[config.mk]
export PLATFORM = sky130hd
export DESIGN_NAME = qdb_tracker
export DESIGN_NICKNAME = d
export VERILOG_FILES = /design/src/rtl/qdb_pkg.sv /design/src/rtl/qdb_ring_ptr.sv /design/src/rtl/qdb_ring_status.sv /design/src/rtl/qdb_db_decode.sv /design/src/rtl/qdb_tracker.sv
export SDC_FILE = /design/constraint.sdc
export NUM_CORES = 1
export LEC_CHECK = 0
export BUFFER_PORTS_ARGS = -buffer_cell sky130_fd_sc_hd__buf_4
export CAP_MARGIN = 20
export CORE_MARGIN = 2
export CORE_UTILIZATION = 45
export CTS_CLUSTER_DIAMETER = 30
export DETAILED_ROUTE_END_ITERATION = 12
export GPL_TIMING_DRIVEN = 0
export HOLD_SLACK_MARGIN = 0.05
export PLACE_DENSITY = 0.69
export RECOVER_POWER = 100
export SYNTH_ARGS = -nofsm -noshare
export SYNTH_HDL_FRONTEND = slang
export SYNTH_SLANG_ARGS = --single-unit
[constraint.sdc]
create_clock -name clk -period 8.3 [get_ports clk]
set_clock_uncertainty 0.05 [all_clocks]
set_input_delay 1.66 -clock clk [delete_from_list [all_inputs] [get_ports clk]]
set_output_delay 1.66 -clock clk [all_outputs]
set_load 0.02 [all_outputs]
[src/rtl/qdb_pkg.sv]
package qdb_pkg;
  localparam int unsigned IDX_W = 16;

  typedef logic [IDX_W-1:0] qidx_t;

  // Advance an index by one, returning to zero after the last slot.
  function automatic qidx_t ring_next(qidx_t idx, qidx_t last);
    return (idx == last) ? '0 : idx + 1'b1;
  endfunction

  // Number of slots from trail up to lead on a ring of last+1 slots.
  function automatic qidx_t ring_dist(qidx_t lead, qidx_t trail, qidx_t last);
    logic [IDX_W:0] d;
    if (lead >= trail)
      d = {1'b0, lead} - {1'b0, trail};
    else
      d = {1'b0, lead} + {1'b0, last} + {{IDX_W{1'b0}}, 1'b1} - {1'b0, trail};
    return d[IDX_W-1:0];
  endfunction
endpackage

[src/rtl/qdb_ring_ptr.sv]
module qdb_ring_ptr
  import qdb_pkg::*;
(
  input  logic  clk,
  input  logic  rst_n,
  input  qidx_t last,
  input  logic  step,
  input  logic  load,
  input  qidx_t load_val,
  output qidx_t idx
);
  always_ff @(posedge clk) begin
    if (!rst_n)
      idx <= '0;
    else if (load)
      idx <= load_val;
    else if (step)
      idx <= ring_next(idx, last);
  end
endmodule

[src/rtl/qdb_ring_status.sv]
module qdb_ring_status
  import qdb_pkg::*;
#(
  parameter int unsigned ADDR_W      = 64,
  parameter int unsigned ENTRY_SHIFT = 6
) (
  input  qidx_t             head,
  input  qidx_t             tail,
  input  qidx_t             last,
  input  logic [ADDR_W-1:0] base,
  input  qidx_t             slot,
  output qidx_t             count,
  output logic              empty,
  output logic              full,
  output logic [ADDR_W-1:0] slot_addr
);
  always_comb begin
    count     = ring_dist(tail, head, last);
    empty     = (count == '0);
    full      = (count == last);
    slot_addr = base + (ADDR_W'(slot) << ENTRY_SHIFT);
  end
endmodule

[src/rtl/qdb_db_decode.sv]
module qdb_db_decode
  import qdb_pkg::*;
#(
  parameter int unsigned RA_W         = 16,
  parameter int unsigned DW           = 32,
  parameter int unsigned DB_BASE      = 'h1000,
  parameter int unsigned QID          = 1,
  parameter int unsigned STRIDE_SHIFT = 2
) (
  input  logic            wr_en,
  input  logic [RA_W-1:0] addr,
  input  logic [DW-1:0]   wdata,
  input  qidx_t           sq_head,
  input  qidx_t           sq_tail,
  input  qidx_t           sq_last,
  input  qidx_t           cq_head,
  input  qidx_t           cq_tail,
  input  qidx_t           cq_last,
  output logic            sq_tail_load,
  output logic            cq_head_load,
  output qidx_t           load_val,
  output logic            err
);
  localparam int unsigned SQ_OFF = DB_BASE + ((2 * QID) << STRIDE_SHIFT);
  localparam int unsigned CQ_OFF = SQ_OFF + (1 << STRIDE_SHIFT);
  localparam logic [RA_W-1:0] SQ_ADDR = RA_W'(SQ_OFF);
  localparam logic [RA_W-1:0] CQ_ADDR = RA_W'(CQ_OFF);

  logic  hit_sq, hit_cq, upper_zero;
  logic  sq_ok, cq_ok;
  qidx_t sq_old, sq_new, cq_old, cq_new;

  always_comb begin
    hit_sq     = wr_en && (addr == SQ_ADDR);
    hit_cq     = wr_en && (addr == CQ_ADDR);
    load_val   = wdata[IDX_W-1:0];
    upper_zero = (wdata[DW-1:IDX_W] == '0);

    // Submission tail may only grow the occupancy (or keep it).
    sq_old = ring_dist(sq_tail, sq_head, sq_last);
    sq_new = ring_dist(load_val, sq_head, sq_last);
    sq_ok  = upper_zero && (load_val <= sq_last) && (sq_new >= sq_old);

    // Completion head may only shrink the occupancy (or keep it).
    cq_old = ring_dist(cq_tail, cq_head, cq_last);
    cq_new = ring_dist(cq_tail, load_val, cq_last);
    cq_ok  = upper_zero && (load_val <= cq_last) && (cq_new <= cq_old);

    sq_tail_load = hit_sq && sq_ok;
    cq_head_load = hit_cq && cq_ok;
    err          = (hit_sq && !sq_ok) || (hit_cq && !cq_ok);
  end
endmodule

[src/rtl/qdb_tracker.sv]
module qdb_tracker
  import qdb_pkg::*;
#(
  parameter int unsigned ADDR_W       = 64,
  parameter int unsigned RA_W         = 16,
  parameter int unsigned DW           = 32,
  parameter int unsigned DB_BASE      = 'h1000,
  parameter int unsigned QID          = 1,
  parameter int unsigned STRIDE_SHIFT = 2,
  parameter int unsigned SQ_SHIFT     = 6,
  parameter int unsigned CQ_SHIFT     = 4
) (
  input  logic              clk,
  input  logic              rst_n,
  input  logic [IDX_W-1:0]  cfg_sq_last,
  input  logic [IDX_W-1:0]  cfg_cq_last,
  input  logic [ADDR_W-1:0] cfg_sq_base,
  input  logic [ADDR_W-1:0] cfg_cq_base,
  input  logic              db_wr_en,
  input  logic [RA_W-1:0]   db_addr,
  input  logic [DW-1:0]     db_wdata,
  output logic              db_err,
  output logic              sq_fetch_valid,
  input  logic              sq_fetch_ready,
  output logic [IDX_W-1:0]  sq_fetch_idx,
  output logic [ADDR_W-1:0] sq_fetch_addr,
  output logic [IDX_W-1:0]  sq_count,
  output logic              sq_empty,
  output logic              sq_full,
  input  logic              cq_post_valid,
  output logic              cq_post_ready,
  output logic [IDX_W-1:0]  cq_post_idx,
  output logic [ADDR_W-1:0] cq_post_addr,
  output logic [IDX_W-1:0]  cq_count,
  output logic              cq_empty,
  output logic              cq_full
);
  qidx_t sq_head, sq_tail, cq_head, cq_tail, db_val;
  logic  sq_tail_load, cq_head_load, err_now;
  logic  sq_take, cq_put;

  qdb_db_decode #(
    .RA_W(RA_W), .DW(DW), .DB_BASE(DB_BASE), .QID(QID), .STRIDE_SHIFT(STRIDE_SHIFT)
  ) u_dec (
    .wr_en(db_wr_en), .addr(db_addr), .wdata(db_wdata),
    .sq_head(sq_head), .sq_tail(sq_tail), .sq_last(cfg_sq_last),
    .cq_head(cq_head), .cq_tail(cq_tail), .cq_last(cfg_cq_last),
    .sq_tail_load(sq_tail_load), .cq_head_load(cq_head_load),
    .load_val(db_val), .err(err_now)
  );

  assign sq_take = sq_fetch_valid && sq_fetch_ready;
  assign cq_put  = cq_post_valid && cq_post_ready;

  qdb_ring_ptr u_sq_head (
    .clk(clk), .rst_n(rst_n), .last(cfg_sq_last),
    .step(sq_take), .load(1'b0), .load_val('0), .idx(sq_head)
  );
  qdb_ring_ptr u_sq_tail (
    .clk(clk), .rst_n(rst_n), .last(cfg_sq_last),
    .step(1'b0), .load(sq_tail_load), .load_val(db_val), .idx(sq_tail)
  );
  qdb_ring_ptr u_cq_head (
    .clk(clk), .rst_n(rst_n), .last(cfg_cq_last),
    .step(1'b0), .load(cq_head_load), .load_val(db_val), .idx(cq_head)
  );
  qdb_ring_ptr u_cq_tail (
    .clk(clk), .rst_n(rst_n), .last(cfg_cq_last),
    .step(cq_put), .load(1'b0), .load_val('0), .idx(cq_tail)
  );

  qdb_ring_status #(.ADDR_W(ADDR_W), .ENTRY_SHIFT(SQ_SHIFT)) u_sq_stat (
    .head(sq_head), .tail(sq_tail), .last(cfg_sq_last), .base(cfg_sq_base),
    .slot(sq_head), .count(sq_count), .empty(sq_empty), .full(sq_full),
    .slot_addr(sq_fetch_addr)
  );
  qdb_ring_status #(.ADDR_W(ADDR_W), .ENTRY_SHIFT(CQ_SHIFT)) u_cq_stat (
    .head(cq_head), .tail(cq_tail), .last(cfg_cq_last), .base(cfg_cq_base),
    .slot(cq_tail), .count(cq_count), .empty(cq_empty), .full(cq_full),
    .slot_addr(cq_post_addr)
  );

  assign sq_fetch_valid = !sq_empty;
  assign cq_post_ready  = !cq_full;
  assign sq_fetch_idx   = sq_head;
  assign cq_post_idx    = cq_tail;

  always_ff @(posedge clk) begin
    if (!rst_n) db_err <= 1'b0;
    else        db_err <= err_now;
  end
endmodule

# After elaboration in Yosys (flattened, before gate mapping)

Cells that the tools add are included.

Bits in registers: 65
Logic and storage cells: 63

$add $sub $neg: 18
Equality and inequality tests: 6
Reductions and logical operators: 20
Order comparisons: 8
Multiplexer cells: 6

Operator list:

| cell                                                  | count |
|---|---|
| subtractor 16 bit                                     | 8 |
| 2-to-1 mux 16 bit                                     | 6 |
| adder 16 x 1 -> 16 bit, second input constant         | 5 |
| >= comparator 16 bit                                  | 5 |
| adder 64 x 20 -> 64 bit                               | 1 |
| adder 64 x 22 -> 64 bit                               | 1 |
| equality test 16 bit                                  | 4 |
| adder 16 bit                                          | 3 |
| <= comparator 16 bit                                  | 3 |
| zero test 16 bit                                      | 3 |
| equality test 16 x 13 -> 1 bit, second input constant | 2 |
| logical AND 1 bit                                     | 12 |
| zero test 1 bit                                       | 4 |
| logical OR 1 bit                                      | 1 |

# Logic depth before layout (Yosys ltp)

Depth after elaboration: 9
Gate-level depth with buffers: 34
Depth with buffers taken out: 32

# Hierarchy

Synthesis repeated with hierarchy kept, for this count alone.

Cells, all modules: 3223
Area total of the unflattened synthesis: 23961.7 sq um

Modules (own cells, without submodules):

| module                      | times used | area an instance (sq um) | seq. area each (sq um) | cells each |
|---|---|---|---|---|
| qdb_db_decode               | 1          | 9596.7                   | 0.0                    | 1316 |
| qdb_ring_ptr                | 4          | 1337.5                   | 320.3                  | 157 |
| qdb_ring_status (u_sq_stat) | 1          | 4530.6                   | 0.0                    | 643 |
| qdb_ring_status (u_cq_stat) | 1          | 4434.3                   | 0.0                    | 629 |
| qdb_tracker                 | 1          | 50.0                     | 20.0                   | 7 |

# Least setup slack after synthesis

Ideal clock, no wire load.

Path type: input port to output port
Start: input cfg_cq_last[0]
End: output cq_empty
Setup slack: 0.190 ns
Buffers on the path: 0
Arrival: 6.400 ns
Cell stages on the path: 24
Required time: 6.590 ns
Cell sequence: inv_1 ha_1 inv_1 fa_1 a21o_1 a21oi_1 o21bai_1 a21oi_1 o21bai_1 a21oi_1 o21bai_1 a2111o_1 o211ai_1 or4b_2 o211ai_1 ha_1 nor2_1 a32oi_1 o21ai_0 xnor2_1 xnor2_1 nor2_1 nor2_1 nor4_1

Word-level cells in the longest chain between the ends: 5

RTL lines:

| element                | RTL line              | source |
|---|---|---|
| from (decl)            | qdb_tracker.sv:16     | `input logic [IDX_W-1:0] cfg_cq_last,` |
| adder 16 bit           | qdb_pkg.sv:17         | `d = {1'b0, lead} + {1'b0, last} + {{IDX_W{1'b0}}, 1'b1} - {1'b0, trail};` |
| adder 16 x 1 -> 16 bit | qdb_pkg.sv:17         |  |
| subtractor 16 bit      | qdb_pkg.sv:17         |  |
| 2-to-1 mux 16 bit      | qdb_pkg.sv:14         | `if (lead >= trail)` |
| via cq_count[15]       | qdb_tracker.sv:34     | `output logic [IDX_W-1:0] cq_count,` |
| zero test 16 bit       | qdb_ring_status.sv:19 | `empty = (count == '0);` |
| to (decl)              | qdb_tracker.sv:35     | `output logic cq_empty,` |

The timed path passes the listed nets, and every way through them passes these cells.

# Worst setup path in the final report

Start: input cfg_cq_last[0]
End: output cq_post_ready

Word-level cells in the longest chain between the ends: 6

RTL lines:

| element                  | RTL line              | source |
|---|---|---|
| adder 16 bit             | qdb_pkg.sv:17         |  |
| adder 16 x 1 -> 16 bit   | qdb_pkg.sv:17         |  |
| subtractor 16 bit        | qdb_pkg.sv:17         |  |
| 2-to-1 mux 16 bit        | qdb_pkg.sv:14         |  |
| equality test 16 bit (*) | qdb_ring_status.sv:20 | `full = (count == last);` |
| zero test 1 bit (*)      | qdb_tracker.sv:84     | `assign cq_post_ready = !cq_full;` |
| to (decl)                | qdb_tracker.sv:31     | `output logic cq_post_ready,` |

Mark *: on every way between the ends. The rest lies on a longest branch, timed or not.

==> flow_metrics.py <==
metrics = {
    "setup_path": {
        "cp_max_fo": 4,
        "cpPeakStageDelay_ns": 0.56,
        "cp_slowest_cell": "or4_4",
        "critPathKind": "in -> out",
        "start_kind": "input port",
        "critical_path.most_common_cell": "a21oi_2",
        "cp.arrival_ns": 6.58,
        "crit_required_ns": 6.59,
        "end_kind": "output port",
    },
    "sta": {
        "rsz0062_at_grt": "true",
        "finalSetupViolations": 0,
        "max_freq_mhz": 121,
        "fin_crit_sh": 0.998,
        "slew-limit-headroom": 0.394,
        "hold_viol": 0,
        "hold-worst-slack_ns": 0.429,
        "period_needed_ns": 8.29,
        "tightest_slew_ns": 0.908,
        "slew_viol_final": 0,
    },
    "synthesis": {
        "yosys.area_share.simple": 0.245,
        "ys_seq_elements": 65,
        "synth.avg_cell_area_um2": 7.27,
        "synth-warning-count": 0,
        "synth_edf_count": 0,
        "synth_common_cells": "inv_1, ha_1, nor2_1",
        "synth_area_leaders": "ha_1, xnor2_1, dfxtp_1, inv_1, fa_1",
        "synth.distinct_cells": 83,
        "syn_nets": 2841,
        "synth_cells": 2335,
        "synth-xor-area-share": 0.133,
        "synth_compound_area_frac": 0.204,
        "synth.most_common_cell": "inv_1",
        "synthArstFlopShare": 0,
        "synth.largest_area_cell": "ha_1",
        "synthMuxAreaShare": 0.0338,
        "syn_area_um2": 17000,
        "synth_top_family_by_area": "simple AND/OR/NAND/NOR gates",
        "ys_seq_area_frac": 0.0766,
        "synthAdderAreaFrac": 0.233,
        "synth_flop_cell": "dfxtp_1",
        "synthDominantCellAreaShare": 0.187,
    },
    "pwr": {
        "p_switching_uw": 876,
        "power_density_nw_per_um2": 92.7,
        "p_sw_frac": 0.446,
        "pwr-share-comb": 0.625,
        "p_clk_frac": 0.211,
        "intPower_mw": 1.09,
        "p_total_mw": 1.96,
        "seq_power_share": 0.164,
        "p_leak_nw": 9.94,
        "peakVddDrop_uv": 107,
    },
    "place": {
        "io_buffers": 401,
        "gp_congestion": 1.01,
        "dpl_cell_area_um2": 20600,
        "place_hpwl_um": 51500,
    },
    "global_route": {
        "grt_pass1_vias": 18200,
        "antenna_found_initial": 0,
        "met1_usage": 0.380,
        "grt-ovfl-total": 0,
        "grt_usage": 0.301,
        "use_met3": 0.0300,
        "grt_pass1_wl_um": 93500,
        "grt.busiest_layer": "met2",
        "grt_start_max_net_pins": 14,
        "grtUsageMet2": 0.540,
    },
    "cts": {
        "cts_tree": "built",
        "cts_buffers": 9,
        "clock_path_buffers": 2,
        "h-tree-depth": 3,
        "path_clk_slew_ns": 0.06,
        "cts-root-buf": "clkbuf_16",
        "cts_hold_buf": 0,
        "cts.sinks": 65,
        "clk_latency_ns": 0.36,
    },
    "floorplan": {
        "die_h_um": 198,
        "start_util": 0.454,
        "num_rows": 71,
        "die_w_um": 198,
        "die_area_um2": 39300,
        "ioPinCount": 412,
        "core_area_um2": 37400,
    },
    "drt": {
        "vias": 18800,
        "ant_nets": 0,
        "via_per_inst": 5.74,
        "wl_per_cell_um": 18.7,
        "firstDrtPassIters": 6,
        "drt_iter0_drc": 1225,
        "wl_um": 61300,
        "drcViolationCount": 0,
    },
    "layout": {
        "drive_gt1_frac": 0.178,
        "diodes": 0,
        "nets": 3273,
        "fin_area_um2": 21200,
        "syn_to_final_growth_pct": 24.7,
    },
    "run": {
        "maxCapViolCount": 0,
    },
    "outcome": {
        "status": "complete, no violations",
    },
    "hold_path": {
        "hold_path.class": "reg -> reg",
    },
}
path summary, 6_finish.rpt:
kind,cells after the start,start,endpoint,slack (ns)
max,26,cfg_cq_last[0],cq_post_ready,0.01
min,2,u_sq_tail.idx[7],u_sq_tail.idx[7],0.43
max reg2reg,35,u_cq_tail.idx[0],u_cq_head.idx[13],1.14
min reg2reg,2,u_sq_tail.idx[7],u_sq_tail.idx[7],0.43
layout by cell type (no fill, tap or decap), types with 12 or more instances in the layout:
master	instances
buf_4	398
inv_1	257
ha_1	250
nor2_1	193
nand2_1	175
xnor2_1	171
a21oi_1	137
o21ai_0	104
nand3_1	86
xor2_1	79
clkbuf_1	66
dfxtp_1	65
a21o_1	53
mux2i_1	53
nand4_1	50
nor3_1	49
and3_1	47
o21a_1	46
fa_1	38
and2_1	31
nor4_1	30
nand2b_1	29
nor2b_1	28
or3_1	26
a211oi_1	22
o31ai_1	18
o211ai_1	17
o21bai_1	14
a21boi_0	12
power by group through the flow:
stage	clock network, mW	logic [mW]	registers (mW)
after floorplan	0	0.776	0.327
after global placement	0	1.16	0.328
after detailed placement	0	1.19	0.328
after CTS	0.413	1.21	0.321
after global routing	0.426	1.35	0.321
final	0.415	1.23	0.321
kinds of logic (layout without fill, tap and decap cells):
| logic type | after synthesis | after routing |
|---|---|---|
| XOR/XNOR | 255 | 255 |
| buffers and inverters | 318 | 755 |
| multiplexers | 57 | 57 |
| AO/OA/AOI/OAI | 530 | 530 |
| AND/OR/NAND/NOR | 817 | 817 |
| flip-flops | 65 | 65 |
| adder cells (fa/ha/maj) | 293 | 293 |
state kept, by name, summed over array words and instances (netlist names):
name	cells
u_sq_head.idx	16
u_sq_tail.idx	16
u_cq_tail.idx	16
db_err	1
u_cq_head.idx	16
per-layer routing:
metal / part of all wire / routed length [um]
met4: 0.033 / 2000
met3: 0.070 / 4300
met1: 0.41 / 25200
met5: 0 / 0
met2: 0.49 / 29900
repair_timing:
| action | in CTS | in global routing |
|---|---|---|
| setup endpoints to repair | 31 | 36 |
| resized for setup | 18 | 35 |
| hold endpoints to repair | 0 | 0 |
| pin swaps | 10 | 21 |
| buffers inserted | 10 | 12 |
stage by stage:
stage / std cells / setup WS, ns / utilization / TNS, ns
2_1_floorplan: 2335 / 0.190 / - / 0
3_3_place_gp: 3247 / -0.750 / 0.552 / -15.63
3_5_place_dp: 3247 / -0.838 / 0.552 / -18.19
4_1_cts: 3272 / -0.106 / 0.564 / -0.106
5_1_grt: 3283 / -0.245 / 0.566 / -0.393
6_report: 3283 / 0.0146 / 0.566 / 0
critical path: cells and delay by family:
kind / cells / cell delay [ns]
buffers and inverters: 5 / 0.51
XOR/XNOR: 2 / 0.38
AO/OA/AOI/OAI: 12 / 1.98
AND/OR/NAND/NOR: 3 / 1.05
adder cells (fa/ha/maj): 3 / 0.77
multiplexers: 1 / 0.22
cell type report:
class / count / area, um2
Fill cell: 3549 / 16200
Multi-Input combinational cell: 1952 / 14600
Timing Repair Buffer: 423 / 3070
Sequential cell: 65 / 1300
Inverter: 260 / 988
Tap cell: 511 / 639
Buffer: 56 / 283
Clock buffer: 9 / 225
Clock inverter: 7 / 77.6
Power figures use the tool's default switching activity.
